$ cat src/rtl/brdir_pkg.sv
package brdir_pkg;

    typedef enum logic [2:0] {
        POL_NEVER  = 3'd0,
        POL_ALWAYS = 3'd1,
        POL_BTFN   = 3'd2,
        POL_HINT   = 3'd3,
        POL_HEUR   = 3'd4
    } pol_e;

    localparam int unsigned POL_COUNT = 5;

    typedef enum logic [2:0] {
        OPC_GENERIC = 3'd0,
        OPC_LEZ     = 3'd1,
        OPC_PTR_EQ  = 3'd2,
        OPC_PTR_NE  = 3'd3,
        OPC_FP_EQ   = 3'd4,
        OPC_FP_NE   = 3'd5,
        OPC_RSV6    = 3'd6,
        OPC_RSV7    = 3'd7
    } opc_e;

    typedef struct packed {
        pol_e mode;
    } ctl_s;

    function automatic logic pol_known(input logic [2:0] code);
        return code < 3'(POL_COUNT);
    endfunction

endpackage

$ cat src/rtl/brdir_policy.sv
module brdir_policy
    import brdir_pkg::*;
#(
    parameter int unsigned AW = 32
) (
    input  pol_e            mode,
    input  logic [AW-1:0]   pc,
    input  logic [AW-1:0]   tgt,
    input  logic            hint,
    input  logic [2:0]      opc,
    output logic            taken
);

    logic backward;
    logic heur;

    always_comb begin
        backward = (tgt <= pc);
    end

    always_comb begin
        unique case (opc_e'(opc))
            OPC_LEZ, OPC_PTR_EQ, OPC_FP_EQ: heur = 1'b0;
            OPC_PTR_NE, OPC_FP_NE:          heur = 1'b1;
            default:                        heur = backward;
        endcase
    end

    always_comb begin
        case (mode)
            POL_NEVER:  taken = 1'b0;
            POL_ALWAYS: taken = 1'b1;
            POL_BTFN:   taken = backward;
            POL_HINT:   taken = hint;
            POL_HEUR:   taken = heur;
            default:    taken = 1'b0;
        endcase
    end

endmodule

$ cat src/rtl/brdir_sat_ctr.sv
module brdir_sat_ctr #(
    parameter int unsigned W = 32
) (
    input  logic         clk,
    input  logic         rst_n,
    input  logic         clr,
    input  logic         inc,
    output logic [W-1:0] cnt
);

    localparam logic [W-1:0] TOP = '1;

    logic [W-1:0] cnt_d, cnt_q;

    always_comb begin
        cnt_d = cnt_q;
        if (clr) begin
            cnt_d = '0;
        end else if (inc && (cnt_q != TOP)) begin
            cnt_d = cnt_q + 1'b1;
        end
    end

    always_ff @(posedge clk or negedge rst_n) begin
        if (!rst_n) begin
            cnt_q <= '0;
        end else begin
            cnt_q <= cnt_d;
        end
    end

    assign cnt = cnt_q;

    p_no_overflow_r12: assert property (@(posedge clk) disable iff (!rst_n)
        (cnt_q == TOP && !clr) |=> (cnt_q == TOP));

    p_step_r9: assert property (@(posedge clk) disable iff (!rst_n)
        (inc && !clr && cnt_q != TOP) |=> (cnt_q == $past(cnt_q) + 1'b1));

    p_clear_r11: assert property (@(posedge clk) disable iff (!rst_n)
        clr |=> (cnt_q == '0));

endmodule

$ cat src/rtl/brdir_static_pred.sv
module brdir_static_pred
    import brdir_pkg::*;
#(
    parameter int unsigned AW = 32,
    parameter int unsigned CW = 32
) (
    input  logic          clk,
    input  logic          rst_n,
    input  logic          mode_wr,
    input  logic [2:0]    mode_in,
    input  logic [AW-1:0] br_pc,
    input  logic [AW-1:0] br_tgt,
    input  logic          br_hint,
    input  logic [2:0]    br_opc,
    output logic          pred_taken,
    output logic [2:0]    pred_policy,
    input  logic          res_valid,
    input  logic          res_taken,
    output logic [CW-1:0] total_cnt,
    output logic [CW-1:0] hit_cnt
);

    localparam int unsigned  NCNT = 2;
    localparam logic [CW-1:0] CMAX = '1;

    ctl_s ctl_d, ctl_q;
    logic wr_ok;
    logic guess;
    logic [NCNT-1:0]         inc_v;
    logic [NCNT-1:0][CW-1:0] cnt_v;

    always_comb begin
        wr_ok = mode_wr && pol_known(mode_in);
        ctl_d = ctl_q;
        if (wr_ok) begin
            ctl_d.mode = pol_e'(mode_in);
        end
    end

    always_ff @(posedge clk or negedge rst_n) begin
        if (!rst_n) begin
            ctl_q.mode <= POL_NEVER;
        end else begin
            ctl_q <= ctl_d;
        end
    end

    brdir_policy #(.AW(AW)) u_policy (
        .mode  (ctl_q.mode),
        .pc    (br_pc),
        .tgt   (br_tgt),
        .hint  (br_hint),
        .opc   (br_opc),
        .taken (guess)
    );

    always_comb begin
        inc_v[0] = res_valid;
        inc_v[1] = res_valid && (res_taken == guess);
    end

    for (genvar g = 0; g < NCNT; g++) begin : g_ctr
        brdir_sat_ctr #(.W(CW)) u_ctr (
            .clk   (clk),
            .rst_n (rst_n),
            .clr   (wr_ok),
            .inc   (inc_v[g]),
            .cnt   (cnt_v[g])
        );
    end

    assign pred_taken  = guess;
    assign pred_policy = ctl_q.mode;
    assign total_cnt   = cnt_v[0];
    assign hit_cnt     = cnt_v[1];

    p_never_r2: assert property (@(posedge clk) disable iff (!rst_n)
        (pred_policy == 3'd0) |-> !pred_taken);

    p_always_r3: assert property (@(posedge clk) disable iff (!rst_n)
        (pred_policy == 3'd1) |-> pred_taken);

    p_btfn_r4: assert property (@(posedge clk) disable iff (!rst_n)
        (pred_policy == 3'd2) |-> (pred_taken == (br_tgt <= br_pc)));

    p_hint_r5: assert property (@(posedge clk) disable iff (!rst_n)
        (pred_policy == 3'd3) |-> (pred_taken == br_hint));

    p_lez_r6: assert property (@(posedge clk) disable iff (!rst_n)
        (pred_policy == 3'd4 && br_opc == 3'd1) |-> !pred_taken);

    p_mode_load_r7: assert property (@(posedge clk) disable iff (!rst_n)
        (mode_wr && mode_in < 3'd5) |=> (pred_policy == $past(mode_in)));

    p_bad_code_r8: assert property (@(posedge clk) disable iff (!rst_n)
        (!mode_wr || mode_in > 3'd4) |=> $stable(pred_policy));

    p_hit_le_total_r10: assert property (@(posedge clk) disable iff (!rst_n)
        hit_cnt <= total_cnt);

    p_hit_step_r10: assert property (@(posedge clk) disable iff (!rst_n)
        (res_valid && res_taken == pred_taken && !mode_wr && hit_cnt != CMAX)
        |=> (hit_cnt == $past(hit_cnt) + 1'b1));

    p_clear_r11: assert property (@(posedge clk) disable iff (!rst_n)
        (mode_wr && mode_in < 3'd5) |=> (total_cnt == '0 && hit_cnt == '0));

endmodule

$ cat config.mk
export PLATFORM = sky130hd
export DESIGN_NAME = brdir_static_pred
export DESIGN_NICKNAME = d
export VERILOG_FILES = /design/src/rtl/brdir_pkg.sv /design/src/rtl/brdir_policy.sv /design/src/rtl/brdir_sat_ctr.sv /design/src/rtl/brdir_static_pred.sv
export SDC_FILE = /design/constraint.sdc
export NUM_CORES = 1
export LEC_CHECK = 0
export ABC_CLOCK_PERIOD_IN_PS = 3020
export BUFFER_PORTS_ARGS = -buffer_cell sky130_fd_sc_hd__clkbuf_2
export CAP_MARGIN = 25
export CORE_ASPECT_RATIO = 0.6
export CORE_UTILIZATION = 52
export DETAILED_ROUTE_END_ITERATION = 10
export PLACE_DENSITY = 0.84
export SYNTH_ARGS = -nofsm -noshare
export SYNTH_HDL_FRONTEND = slang
export SYNTH_SLANG_ARGS = --single-unit
$ cat constraint.sdc
create_clock -name clk -period 3.02 [get_ports clk]
set_clock_uncertainty 0.1 [all_clocks]
set_input_delay 0 -clock clk [delete_from_list [all_inputs] [get_ports clk]]
set_output_delay 0 -clock clk [all_outputs]
set_load 0.1 [all_outputs]
==> impl_metrics.ini, run 1 <==
[placement]
dp_hpwl_mm = 9.826
gp_congestion = 0.8799
dp.cells = 757
portBuffers = 143
placed_cell_area_um2 = 5305

[yosys]
synthFlopType = dfrtp_1
syn_inst = 521
syn_area_um2 = 4503
async_flop_share_pct = 100.0
synth-edff-count = 0
synth_fp_nets = 631
ys_warn_count = 0
syn_avg_cell_area_um2 = 8.643
ys_ff_latch = 67
ys_types = 50
ys_seq_area_share_pct = 37.23

[route]
via_per_inst = 5.960
drtIter0Drc = 486
antenna_left = 0
wirelength_mm = 13.02
drc = 0
wire_per_inst_um = 16.76
firstDrtPassIters = 5
via_count = 4631

[clock_tree]
clock_latency_ns = 0.33
cts_max_path_buffers = 2
htreeDepth = 3
cts_buffers = 9
clkTransAtPathRegs_ns = 0.05
post_cts_buffers = 0
clock-sinks = 67
cts_root_buf = clkbuf_16
cts_tree = yes

[global_routing]
antenna_found_initial = 0
grt_remaining_overflow = 0
grt_pass1_wl_mm = 20.63
grt_usage_pct = 29.57
grt_max_degree = 65
grt_pass1_vias = 4213

[setup_path]
required_ns = 3.17
worstPathArrival_ns = 3.00
path_buf_inv = 0
reg2reg_depth = 9
cp-end-kind = flip-flop
rr_startpoint = g_ctr[1].u_ctr.cnt[0]$_DFFE_PN0P_
reg2reg_to = g_ctr[1].u_ctr.cnt[27]$_DFFE_PN0P_
worstPathMaxFanout = 25
slowest_delay_ns = 0.57
cp-start-kind = flip-flop
critPathSlowestCell = or4_1
path_cells = ha_1 -> and3_1 -> and3_1 -> and2_1 -> nand3_1 -> o21ai_4 -> or4_1 -> or3_1 -> a21oi_1
worstSetupPathType = flip-flop to flip-flop
rrSetupSlack_ns = 0.17
cp.depth = 9
cp_top_family = simple AND/OR/NAND/NOR gates
path_common_cell = and3_1
critPathLaunch = g_ctr[1].u_ctr.cnt[0]$_DFFE_PN0P_

[timing]
maxSlewViolCount = 0
finalSetupTns_ns = 0
max_freq_ghz = 0.3510
post-route-period-util_pct = 94.35
tightest_slew_ns = 0.7630
setup_viol = 0
finalCriticalPeriod_ns = 2.849
rsz0062_at_grt = no
hold_violations = 0
maxSlewHeadroom_pct = 49.13

[cells_and_area]
instances_no_fill = 777
antenna_cells = 0
design_area_um2 = 5659
final.fill_count = 634
fin_util_pct = 69.58
layout-drive-gt1-share_pct = 27.80
num-nets-final = 774
area_delta_synth_final_pct = 25.67

[hold_path]
holdCritStartpoint = res_valid
min_to = g_ctr[0].u_ctr.cnt[1]$_DFFE_PN0P_
hold_path.class = input pin to flip-flop
hold_path_depth = 5

[floorplanning]
boundaryPins = 144
die_h_um = 74.08
coreArea_um2 = 8133
row_count = 25
fp.dieW_um = 122.1
die_area_um2 = 9048
start_util_pct = 55.37

[outcome]
run_status = complete, no violations

[job]
drv_cap = 0

[power_and_ir_drop]
p_seq_share_pct = 36.9
power.internal_mw = 1.753
switching_share_pct = 31.84
p_leak_nw = 2.793
vdd_drop_max_mv = 0.3014
pwr_density_cell_nw_per_um2 = 454.5
comb_power_share_pct = 21.4
finalPower_mw = 2.572
p_switching_mw = 0.8191
clock_power_share_pct = 41.7
## final cells by class
class	instances	area [um^2]	share of cell area, %
Clock inverter	4	50.05	0.8844
Sequential cell	67	1689	29.85
Clock buffer	12	256.5	4.532
Inverter	36	135.1	2.388
Multi-Input combinational cell	397	2580	45.59
Timing Repair Buffer	153	813.3	14.37
Tap cell	108	135.1	2.388
## cells in the final DEF (no fill, tap or decap), types with 14 or more instances in the layout
cell type / n
inv_1: 36
nand4_1: 22
xor2_1: 20
and3_1: 14
a21oi_1: 39
nand3_1: 24
dfrtp_1: 57
o21ai_0: 19
or4_1: 17
clkbuf_2: 142
nand2_1: 58
ha_1: 34
nor2_1: 35
or3_1: 26
## stage by stage
step | hold slack [ns] | worst slack (ns)
after floorplan | -0.3956 | 0.006794
after global placement | -0.01133 | 0.2655
after detailed placement | -0.01547 | 0.1395
after CTS | 0.06541 | 0.1073
after global routing | 0.1322 | 0.007369
final | 0.1096 | 0.1708
## state kept, by name, indices dropped and copies added (netlist names)
| signal | flops |
|---|---|
| g_ctr.u_ctr.cnt | 64 |
| pred_policy | 3 |
## worst max-delay path by stage
stage                                              end  slack, ns
floorplan           g_ctr[1].u_ctr.cnt[20]$_DFFE_PN0P_      0.007
global placement    g_ctr[1].u_ctr.cnt[27]$_DFFE_PN0P_       0.27
detailed placement   g_ctr[1].u_ctr.cnt[9]$_DFFE_PN0P_       0.14
CTS                  g_ctr[1].u_ctr.cnt[7]$_DFFE_PN0P_       0.11
global route        g_ctr[1].u_ctr.cnt[27]$_DFFE_PN0P_      0.007
finish              g_ctr[1].u_ctr.cnt[27]$_DFFE_PN0P_       0.17
## layer usage
metal / track usage, % / share of wire, % / routed length (um)
met1: 40.34 / 44 / 5674
met4: 10.57 / 2.2 / 281
met2: 46.14 / 46 / 6027
met5: 0 / 0 / 0
met3: 7.439 / 8.0 / 1040
## synth_stat cells, types with 3 or more instances
cell / count / area share (%)
or4_1: 17 / 2.8
buf_2: 6 / 0.67
nor2b_1: 3 / 0.42
a21oi_1: 39 / 4.3
o211ai_1: 10 / 1.7
nand2_1: 58 / 4.8
nor2_1: 35 / 2.9
o21a_1: 5 / 0.83
o21ai_1: 6 / 0.67
and4_1: 6 / 1.2
o31ai_1: 9 / 1.5
nor3_1: 5 / 0.56
xnor2_1: 9 / 1.8
xor2_1: 20 / 3.9
dfrtp_1: 67 / 37
clkbuf_1: 9 / 0.75
and3_1: 14 / 1.9
ha_1: 34 / 9.4
nor4_1: 5 / 0.69
or3_1: 26 / 3.6
buf_6: 4 / 1.0
nand4_1: 22 / 3.1
inv_1: 36 / 3.0
o21ai_0: 19 / 2.1
nand3_1: 24 / 2.7
and2_1: 6 / 0.83
## power by group through the flow
stage	clock network, mW	registers (mW)	logic [mW]
4_1_cts	1.08	0.947	0.548
3_5_place_dp	0	0.962	0.541
2_1_floorplan	0	1.11	0.253
3_3_place_gp	0	0.960	0.521
5_1_grt	1.13	0.950	0.596
6_report	1.07	0.949	0.551
## worst reg2reg max path, cell delays in order (launching register included)
cell and delay, ns:
dfrtp_2 0.43, ha_1 0.21, and3_1 0.19, and3_1 0.24, and2_1 0.18, nand3_1 0.18
o21ai_4 0.19, or4_1 0.58, or3_1 0.31, a21oi_1 0.16
## logic make-up (layout without fill, tap and decap cells)
family	count (synthesis)	in the layout	synth area share [%]
and+or+nand+nor	234	234	28.34
adders and majority gates	34	34	9.447
AOI/OAI and AO/OA	100	100	13.67
DFF	67	67	37.23
buffers and inverters	57	205	5.668
xor gates and xnor gates	29	29	5.641
## what timing repair did
| item | in CTS | in global routing |
|---|---|---|
| gates resized for setup | 0 | 1 |
| endpoints found under the setup margin | 0 | 11 |
| hold endpoints to repair | 32 | 0 |
| hold buffers | 4 | 0 |
Note: power is estimated with default switching activity, not from simulation.
==> run 2, diff against run 1 <==
CORE_UTILIZATION = 53   (was 52)
CTS_BUF_LIST = sky130_fd_sc_hd__clkbuf_4   (was default)
PLACE_DENSITY = 0.86   (was 0.84)
==> impl_metrics.ini, run 2 (synthesis gave the netlist of run 1 again) <==
[global_routing]
grt_pass1_wl_mm = 19.04
grt_max_degree = 65
grt_usage_pct = 27.79
antenna_found_initial = 0
grt_pass1_vias = 3959
grt_remaining_overflow = 0

[placement]
gp_congestion = 0.8430
portBuffers = 143
dp_hpwl_mm = 9.408
placed_cell_area_um2 = 5305

[clock_tree]
cts_max_path_buffers = 2
post_cts_buffers = 0
cts_buffers = 9
cts_root_buf = clkbuf_4
clock_latency_ns = 0.43
holdBufCountCts = 5
clock-sinks = 67
clkTransAtPathRegs_ns = 0.12
cts-resized-gates = 0
cts_tree = yes
htreeDepth = 3

[timing]
max_freq_ghz = 0.3483
tightest_slew_ns = 0.6272
hold_violations = 0
finalSetupTns_ns = 0
rsz0062_at_grt = no
maxSlewHeadroom_pct = 58.18
post-route-period-util_pct = 95.06
maxSlewViolCount = 0
setup_viol = 0
whs_ns = 0.08868
finalCriticalPeriod_ns = 2.871

[floorplanning]
coreArea_um2 = 8039
die_h_um = 73.40
start_util_pct = 56.02
fp.dieW_um = 121
row_count = 25
boundaryPins = 144
die_area_um2 = 8881

[outcome]
run_status = complete, no violations

[cells_and_area]
largest_register_ffs = 64
layout_common_cells = clkbuf_2 (142), nand2_1 (58), dfrtp_1 (57), a21oi_1 (39), inv_1 (36)
area_delta_synth_final_pct = 23.15
num-nets-final = 777
layout-drive-gt1-share_pct = 27.83
seqCellArea_um2 = 1689
multiInputGateArea_um2 = 2572
final_common_cell = clkbuf_2
antenna_cells = 0
design_area_um2 = 5545
final.fill_count = 647

[route]
wirelength_mm = 12.40
drc = 0
drtIter0Drc = 375
antenna_left = 0
wire_per_inst_um = 15.89
via_count = 4610
firstDrtPassIters = 5
via_per_inst = 5.910

[setup_path]
worstSetupPathType = flip-flop to flip-flop
worstPathArrival_ns = 3.10
cp-start-kind = flip-flop
worstPathMaxFanout = 19
required_ns = 3.25
cp-end-kind = flip-flop

[power_and_ir_drop]
vdd_drop_max_mv = 0.2332
pwr_density_cell_nw_per_um2 = 390.6
p_leak_nw = 2.744

[job]
drv_cap = 0

[hold_path]
hold_path.class = input pin to flip-flop
## run 2: path summary, 6_finish.rpt
kind | startpoint | end | slack, ns | cells past startpoint
max in group asynchronous | rst_n | g_ctr[1].u_ctr.cnt[7]$_DFFE_PN0P_ | 1.82 | 5
min in group asynchronous | rst_n | g_ctr[0].u_ctr.cnt[15]$_DFFE_PN0P_ | 0.33 | 3
min reg2reg | g_ctr[0].u_ctr.cnt[6]$_DFFE_PN0P_ | g_ctr[0].u_ctr.cnt[6]$_DFFE_PN0P_ | 0.48 | 2
max reg2reg | g_ctr[1].u_ctr.cnt[11]$_DFFE_PN0P_ | g_ctr[1].u_ctr.cnt[14]$_DFFE_PN0P_ | 0.15 | 8
max | g_ctr[1].u_ctr.cnt[11]$_DFFE_PN0P_ | g_ctr[1].u_ctr.cnt[14]$_DFFE_PN0P_ | 0.15 | 8
min | mode_wr | g_ctr[1].u_ctr.cnt[8]$_DFFE_PN0P_ | 0.09 | 3
## run 2: final cells by class
class                   instances  share of cell area, %
well taps                     108                  2.437
clock buffers                   9                  1.218
repair buffers                156                  15.39
inverters                      36                  2.437
clock inverters                 7                  1.670
flip-flops and latches         67                  30.46
multi-input cells             397                  46.39
## run 2: power by group
part / internal, mW / switching [mW]
combinational: 0.156 / 0.397
sequential: 0.918 / 0.0271
clock: 0.332 / 0.336
## run 2: critical path, cell delays in order (launching register included)
cell	delay, ns
dfrtp_2	0.45
nand4_1	0.20
nor4_2	0.41
nand2_1	0.13
or2_1	0.34
o21ai_2	0.56
buf_4	0.33
nor4_1	0.07
o21a_1	0.18
## run 2: per-layer routing
layer | vias up | share of wire, % | track usage [%]
met5 | - | 0 | 0
li1 | 2182 | - | -
met3 | 24 | 8.4 | 6.134
met2 | 234 | 45 | 40.83
met1 | 2170 | 45 | 40.61
met4 | 0 | 1.4 | 8.916
## run 2: stage by stage
step | utilization (%) | instances | power [mW] | setup slack, ns
after detailed placement | 65.99 | 757 | 1.500 | 0.1758
after global routing | 68.98 | 780 | 2.263 | 0.01414
final | 68.98 | 780 | 2.166 | 0.1493
after global placement | 65.99 | 757 | 1.479 | 0.3180
after floorplan | - | 521 | 1.360 | 0.006794
after CTS | 68.61 | 778 | 2.170 | 0.2169
